==> config.mk <==
export PLATFORM = sky130hd
export DESIGN_NAME = dispmode_regs
export DESIGN_NICKNAME = d
export VERILOG_FILES = /design/src/rtl/dmr_pkg.sv /design/src/rtl/dmr_mode_regs.sv /design/src/rtl/dmr_ext_regs.sv /design/src/rtl/dmr_resp_fsm.sv /design/src/rtl/dispmode_regs.sv
export SDC_FILE = /design/constraint.sdc
export NUM_CORES = 1
export LEC_CHECK = 0
export BUFFER_PORTS_ARGS = -buffer_cell sky130_fd_sc_hd__clkbuf_2
export CORE_ASPECT_RATIO = 1.4
export CORE_UTILIZATION = 30
export DETAILED_ROUTE_END_ITERATION = 7
export PLACE_DENSITY = 0.6
export RECOVER_POWER = 25
export SKIP_LAST_GASP = 1
export SYNTH_ARGS = -nofsm -noshare
export SYNTH_HDL_FRONTEND = slang
export SYNTH_SLANG_ARGS = --single-unit
==> constraint.sdc <==
create_clock -name clk -period 2.2 [get_ports clk]
set_clock_uncertainty 0.2 [all_clocks]
set_input_delay 0.22 -clock clk [delete_from_list [all_inputs] [get_ports clk]]
set_output_delay 0.22 -clock clk [all_outputs]
set_load 0.05 [all_outputs]
==> src/rtl/dmr_pkg.sv <==
package dmr_pkg;

    typedef enum logic [1:0] {
        RSP_IDLE = 2'd0,
        RSP_MODE = 2'd1,
        RSP_EXT  = 2'd2
    } rsp_state_t;

    localparam logic [31:0] ORDER_MAGIC_BIG    = 32'hBEBE_BEBE;
    localparam logic [31:0] ORDER_MAGIC_LITTLE = 32'h1E1E_1E1E;

    localparam int EXT_OFF_SIZE  = 0;
    localparam int EXT_OFF_ORDER = 4;

    localparam logic [15:0] MODE_OOR_WORD = 16'hFFFF;

endpackage

==> src/rtl/dmr_mode_regs.sv <==
module dmr_mode_regs #(
    parameter int          ADDR_W    = 6,
    parameter int          NUM_REGS  = 11,
    parameter logic [15:0] ID_VALUE  = 16'hD15A,
    parameter logic [15:0] CAP_VALUE = 16'd256
) (
    input  logic                   clk,
    input  logic                   rst_n,
    input  logic                   wr_en,
    input  logic [ADDR_W-1:0]      addr,
    input  logic [1:0]             be,
    input  logic [15:0]            wdata,
    output logic [16*NUM_REGS-1:0] regs_flat,
    output logic [15:0]            rd_word
);
    import dmr_pkg::*;

    localparam int             IDX_W   = ADDR_W - 1;
    localparam int             ID_IDX  = 0;
    localparam int             CAP_IDX = NUM_REGS - 1;
    localparam logic [IDX_W:0] LIMIT   = NUM_REGS[IDX_W:0];

    logic [IDX_W-1:0] idx;
    logic             in_range;

    assign idx      = addr[ADDR_W-1:1];
    assign in_range = ({1'b0, idx} < LIMIT);

    for (genvar g = 0; g < NUM_REGS; g++) begin : g_reg
        logic        hit;
        logic [15:0] q;

        assign hit = wr_en && in_range && ({1'b0, idx} == g[IDX_W:0]);

        always_ff @(posedge clk) begin
            if (!rst_n) begin
                q <= '0;
            end else if (hit) begin
                if (be[0]) q[7:0]  <= wdata[7:0];
                if (be[1]) q[15:8] <= wdata[15:8];
            end
        end

        assign regs_flat[16*g +: 16] = q;
    end

    always_comb begin
        rd_word = MODE_OOR_WORD;
        if (in_range) begin
            if ({1'b0, idx} == ID_IDX[IDX_W:0]) begin
                rd_word = ID_VALUE;
            end else if ({1'b0, idx} == CAP_IDX[IDX_W:0]) begin
                rd_word = CAP_VALUE;
            end else begin
                rd_word = '0;
                for (int i = 0; i < NUM_REGS; i++) begin
                    if ({1'b0, idx} == i[IDX_W:0]) rd_word = regs_flat[16*i +: 16];
                end
            end
        end
    end

endmodule

==> src/rtl/dmr_ext_regs.sv <==
module dmr_ext_regs #(
    parameter int          ADDR_W   = 6,
    parameter logic [31:0] EXT_SIZE = 32'd8
) (
    input  logic              clk,
    input  logic              rst_n,
    input  logic              wr_en,
    input  logic [ADDR_W-1:0] addr,
    input  logic [31:0]       wdata,
    output logic              big_endian,
    output logic [31:0]       rd_word
);
    import dmr_pkg::*;

    localparam logic [ADDR_W-1:0] OFF_SIZE  = EXT_OFF_SIZE[ADDR_W-1:0];
    localparam logic [ADDR_W-1:0] OFF_ORDER = EXT_OFF_ORDER[ADDR_W-1:0];

    logic order_hit;
    logic flag_q;

    assign order_hit = (addr == OFF_ORDER);

    always_ff @(posedge clk) begin
        if (!rst_n) begin
            flag_q <= 1'b0;
        end else if (wr_en && order_hit) begin
            if (wdata == ORDER_MAGIC_BIG) begin
                flag_q <= 1'b1;
            end else if (wdata == ORDER_MAGIC_LITTLE) begin
                flag_q <= 1'b0;
            end
        end
    end

    assign big_endian = flag_q;

    always_comb begin
        if (addr == OFF_SIZE) begin
            rd_word = EXT_SIZE;
        end else if (order_hit) begin
            rd_word = flag_q ? ORDER_MAGIC_BIG : ORDER_MAGIC_LITTLE;
        end else begin
            rd_word = '0;
        end
    end

endmodule

==> src/rtl/dmr_resp_fsm.sv <==
module dmr_resp_fsm (
    input  logic        clk,
    input  logic        rst_n,
    input  logic        rd_mode,
    input  logic        rd_ext,
    input  logic [15:0] mode_word,
    input  logic [31:0] ext_word,
    output logic        rsp_valid,
    output logic [31:0] rsp_data
);
    import dmr_pkg::*;

    rsp_state_t state_q, state_d;
    logic [31:0] data_q;

    always_comb begin
        if (rd_mode) begin
            state_d = RSP_MODE;
        end else if (rd_ext) begin
            state_d = RSP_EXT;
        end else begin
            state_d = RSP_IDLE;
        end
    end

    always_ff @(posedge clk) begin
        if (!rst_n) begin
            state_q <= RSP_IDLE;
            data_q  <= '0;
        end else begin
            state_q <= state_d;
            if (rd_mode) begin
                data_q <= {16'h0000, mode_word};
            end else if (rd_ext) begin
                data_q <= ext_word;
            end
        end
    end

    always_comb begin
        unique case (state_q)
            RSP_IDLE: begin
                rsp_valid = 1'b0;
                rsp_data  = '0;
            end
            RSP_MODE: begin
                rsp_valid = 1'b1;
                rsp_data  = {16'h0000, data_q[15:0]};
            end
            RSP_EXT: begin
                rsp_valid = 1'b1;
                rsp_data  = data_q;
            end
            default: begin
                rsp_valid = 1'b0;
                rsp_data  = '0;
            end
        endcase
    end

endmodule

==> src/rtl/dispmode_regs.sv <==
module dispmode_regs #(
    parameter int          ADDR_W   = 6,
    parameter int          NUM_REGS = 11,
    parameter logic [15:0] ID_VALUE = 16'hD15A,
    parameter int          FB_BYTES = 16777216,
    parameter logic [31:0] EXT_SIZE = 32'd8
) (
    input  logic                   clk,
    input  logic                   rst_n,
    input  logic                   req_valid,
    input  logic                   req_ext,
    input  logic                   req_write,
    input  logic [ADDR_W-1:0]      req_addr,
    input  logic [1:0]             req_be,
    input  logic [31:0]            req_wdata,
    output logic                   rsp_valid,
    output logic [31:0]            rsp_data,
    output logic [16*NUM_REGS-1:0] regs_flat,
    output logic                   big_endian
);
    localparam int          CAP_UNITS = FB_BYTES / 65536;
    localparam logic [15:0] CAP_VALUE = CAP_UNITS[15:0];

    logic        mode_wr, ext_wr, mode_rd, ext_rd;
    logic [15:0] mode_word;
    logic [31:0] ext_word;

    assign mode_wr = req_valid &&  req_write && !req_ext;
    assign ext_wr  = req_valid &&  req_write &&  req_ext;
    assign mode_rd = req_valid && !req_write && !req_ext;
    assign ext_rd  = req_valid && !req_write &&  req_ext;

    dmr_mode_regs #(
        .ADDR_W   (ADDR_W),
        .NUM_REGS (NUM_REGS),
        .ID_VALUE (ID_VALUE),
        .CAP_VALUE(CAP_VALUE)
    ) u_mode (
        .clk      (clk),
        .rst_n    (rst_n),
        .wr_en    (mode_wr),
        .addr     (req_addr),
        .be       (req_be),
        .wdata    (req_wdata[15:0]),
        .regs_flat(regs_flat),
        .rd_word  (mode_word)
    );

    dmr_ext_regs #(
        .ADDR_W  (ADDR_W),
        .EXT_SIZE(EXT_SIZE)
    ) u_ext (
        .clk       (clk),
        .rst_n     (rst_n),
        .wr_en     (ext_wr),
        .addr      (req_addr),
        .wdata     (req_wdata),
        .big_endian(big_endian),
        .rd_word   (ext_word)
    );

    dmr_resp_fsm u_rsp (
        .clk      (clk),
        .rst_n    (rst_n),
        .rd_mode  (mode_rd),
        .rd_ext   (ext_rd),
        .mode_word(mode_word),
        .ext_word (ext_word),
        .rsp_valid(rsp_valid),
        .rsp_data (rsp_data)
    );

endmodule

Word-level counts from Yosys, hierarchy flattened. Index checks and enable logic that the tools add are counted.

Bits in registers: 211. Output and inout bits: 210. Input bits: 45.

Mux-type cells: 23. Bitwise logic cells: 1. Reductions and logical operators: 50. Eq/ne operators: 15. Magnitude comparators: 1.

Operator list (count): 16-bit 2-to-1 mux (14); 32-bit 2-to-1 mux (3); 32-bit case mux with 2 select lines (1); 2-bit AND reduction (23); 32-bit by 29-bit == test with 1-bit output, second input constant (1); 32-bit == test, second input constant (1); 5-bit by 3-bit == test with 1-bit output, second input constant (4); 1-bit logical AND (19); 5-bit by 4-bit == test with 1-bit output, second input constant (3); 5-bit by 2-bit == test with 1-bit output, second input constant (2); 6-bit by 3-bit == test with 1-bit output, second input constant (1); 6-bit logical NOT (1); 5-bit by 1-bit == test with 1-bit output, second input constant (1); 5-bit logical NOT (1); 5-bit by 4-bit < comparator with 1-bit output, second input constant (1); 1-bit 2-to-1 mux (4); 2-bit nonzero test (2); 2-bit OR reduction (2); 2-bit by 1-bit == test with 1-bit output, second input constant (1); 2-bit == test, second input constant (1); 1-bit logical NOT (2); 2-bit 2-to-1 mux (1); 1-bit NOT (1).

Logic depth before layout (Yosys ltp).
Word-level depth: 14. Mapped depth: 9. Mapped depth without buffers: 5.

Hierarchy. From an unflattened synthesis, not the netlist that was laid out.

Cell total of the unflattened synthesis: 1170. Area total of the unflattened synthesis: 10914.2 um^2.

Modules (own cells, without submodules): dmr_mode_regs (area each 8684.6 um^2, times used 1, seq. area each 3523.4 um^2, cells each 942); dmr_resp_fsm (area each 1761.7 um^2, times used 1, seq. area each 680.7 um^2, cells each 169); dmr_ext_regs (area each 430.4 um^2, times used 1, seq. area each 20.0 um^2, cells each 55); dispmode_regs (area each 37.5 um^2, times used 1, seq. area each 0.0 um^2, cells each 4).

Least setup slack after synthesis. No wires, ideal clock.

Path kind: reg2out. Start: reg u_rsp.state_q[0]. End: out rsp_data[18]. Slack: -0.160 ns. Buffers on the path: 1. Data required time: 1.780 ns. Arrival: 1.940 ns. Stages on the path, launching flop included: 6. Path through: dfxtp_1 > inv_1 > ha_1 > inv_1 > and3_1 > buf_4.

Word-level cells in the longest chain between the ends: 2. Elaborated cells on any way between the ends: 3. Those cells by class: eq/ne (2); mux (1).

RTL lines: start: declaration (RTL line dmr_resp_fsm.sv:13) `rsp_state_t state_q, state_d;`; start signal: assignment (RTL line dmr_resp_fsm.sv:31) `state_q <= state_d;`; 2-bit == test or 2-bit by 1-bit == test with 1-bit output (tied branches) (RTL line dmr_resp_fsm.sv:41) `unique case (state_q)`; 32-bit case mux with 2 select lines * (RTL line dmr_resp_fsm.sv:41); end: declaration (RTL line dispmode_regs.sv:17) `output logic [31:0] rsp_data,`.

Every way passes the cells marked *; elsewhere a longest branch is shown, timed or not.

Final worst setup path.
Start: reg u_rsp.state_q[0]. End: out rsp_data[28].

Same word-level chain as after synthesis.

==> results.yml <==
timing:
  max_clock_freq_mhz: 469
  setup_tns_ps: 0
  rsz0062_at_grt: "yes"
  period_needed_ps: 2130
  finalHoldViolCount: 0
  maxSlewViolCount: 0
  setup_violations: 0
  tightest_slew_ps: 1220
  final.period_utilization_pct: 96.9
  slew-limit-headroom_pct: 18.5
die:
  core_area_sq_mm: 0.0316
  ios: 255
  chipWidth_microns: 154
  rows: 77
  dieArea_sq_mm: 0.0329
  initial_core_util_pct: 30.6
  die-height_microns: 214
synthesis:
  synth_ff_type: "dfxtp_1"
  synth_edf_count: 0
  yosysUniqueCellTypes: 67
  synth_top_cells_by_count: "dfxtp_1, nand2_1, mux2i_1"
  seq_area_frac_synth_pct: 40.8
  yosysMostFrequentCell: "dfxtp_1"
  ys_top_cells_by_area: "dfxtp_1, mux2i_1, nor2b_1"
  yosys_warnings: 0
  synthCells: 1094
  netlist_area_sq_mm: 0.00966
  synth_top_area_share_pct: 40.8
  synth_area_per_cell_sq_um: 8.83
  yosysTopAreaCell: "dfxtp_1"
  ys_seq_elements: 197
  async_flop_share_pct: 0
critical_path:
  path_max_fanout: 8
  critical_path_class: "reg2out"
  startpoint_type: "flip-flop"
  end_kind: "primary output"
  required_ps: 1780
  crit_arrival_ps: 1710
clocking:
  cts_buffer_depth: 2
  cts_sinks: 197
  clk_pin_slew_ps: 70
  cts_tree: "yes"
  clk-insertion-delay-late_ps: 460
  clockRootBuffer: "clkbuf_16"
  cts_max_level: 4
  numCtsBuffers: 17
cells_and_area:
  syn_to_final_growth_pct: 33.9
  multi_input_area_sq_mm: 0.00526
  diodes: 0
  final_nets: 1454
  drive_gt1_share_pct: 26.6
  fillerInstances: 3236
  finalNonFillerCells: 1813
  final-seq-area_sq_mm: 0.00395
global_route:
  grt_antenna_before_repair: 1
  grt_pass1_wl_mm: 58.7
  first_global_vias: 9014
  grt_usage_pct: 24.4
  grt_start_max_net_pins: 73
  gr-total-overflow: 0
outcome:
  status: "finished clean"
detailed_routing:
  vias_per_cell: 5.22
  drt_iter0_drc: 663
  wl_mm: 40.4
  drt_pass1_iterations: 7
  routedWlPerCell_microns: 22.3
  drcViolationCount: 0
  via_count: 9457
  antenna_left: 0
placed_design:
  place_congestion: 0.968
  hpwl_mm: 30.4
  dpl.cell_count: 1767
  port_buffers: 250
power:
  peakVddDrop_v: 0.000555
  powerDensity_mw_per_mm2: 593
  leakage_uw: 0.00501
hold_path:
  worstHoldPathType: "in2reg"
flow_run:
  cap_violations: 0
==> flip-flops by register name, summed over array words and instances (netlist names) <==
signal,flops
u_ext.big_endian,1
u_mode.g.q,176
u_rsp.data_q,18
u_rsp.state_q,2
==> cell usage in the layout, fill, tap and decap left out, types with 22 or more instances in the layout <==
master / count
mux2_2: 22
clkbuf_1: 95
o21ai_0: 36
nand3_1: 94
buf_4: 123
clkbuf_2: 131
mux2i_1: 105
nor2_1: 40
dfxtp_1: 195
nand2_1: 118
a21boi_0: 81
nor2b_1: 102
==> kinds of logic after synthesis <==
family                     after synthesis  share of synthesized area, %
and+or+nand+nor                        445                          24.3
AOI/OAI and AO/OA                      206                          15.4
DFF                                    197                          40.8
muxes                                  127                          13.4
buffers and inverters                  115                          5.69
adders and majority gates                2                         0.259
other                                    1                        0.0388
xor gates and xnor gates                 1                        0.0907
==> metal layers <==
layer	vias up	wire [microns]	part of all wire, %	global-route usage (%)
met2	381	19600	49	41.0
met1	4516	16100	40	28.5
met4	2	2320	5.7	14.8
li1	4458	-	-	-
met5	-	14	0.035	0
met3	100	2350	5.8	4.83
==> worst max-delay path: stages (launching register included) <==
cell and delay [ps]:
dfxtp_2 330, inv_1 60, ha_4 250, inv_1 80, and3_2 250, buf_2 280
==> final timing paths <==
| path | startpoint | to | slack [ps] | cells after the start |
|---|---|---|---|---|
| worst max register to register | u_mode.g_reg[1].q[11] | u_rsp.data_q[11] | 500 | 6 |
| worst min register to register | u_mode.g_reg[10].q[5] | u_mode.g_reg[10].q[5] | 270 | 2 |
| worst max-delay path | u_rsp.state_q[0] | rsp_data[28] | 70 | 5 |
| worst min-delay path | req_addr[0] | u_rsp.data_q[3] | 30 | 4 |
==> stage by stage <==
stage	worst slack (ps)	hold slack (ps)	utilization (%)	instance area, sq um	total power, uW
2_1_floorplan	58.8	160	-	9670	4030
3_3_place_gp	-116	251	38.4	12100	4350
3_5_place_dp	-120	260	38.4	12100	4350
4_1_cts	7.46	3.39	41.1	13000	7720
5_1_grt	-29.3	43.2	40.9	12900	7910
6_report	68.2	33.7	40.9	12900	7670
==> cell type report <==
class	count	area share (%)
Sequential cell	197	30.5
Multi-Input combinational cell	785	40.6
Clock inverter	12	1.37
Tap cell	395	3.82
Inverter	8	0.232
Timing Repair Buffer	398	20.0
Clock buffer	18	3.40
==> report_power, final <==
part / total (uW) / switching (uW) / internal (uW)
sequential: 3590 / 12.3 / 3580
clock: 3380 / 1450 / 1920
combinational: 704 / 436 / 268
total: 7670 / 1900 / 5770
==> timing repair <==
| action | 4_1_cts | 5_1_grt |
|---|---|---|
| resized for setup | 27 | 43 |
| endpoints found under the hold margin | 7 | 0 |
| buffers inserted | 1 | 2 |
| gates cloned | 1 | 0 |
| pin swaps | 1 | 1 |
| hold buffers | 13 | 0 |
| endpoints found under the setup margin | 24 | 36 |
Power figures use the tool's default switching activity.
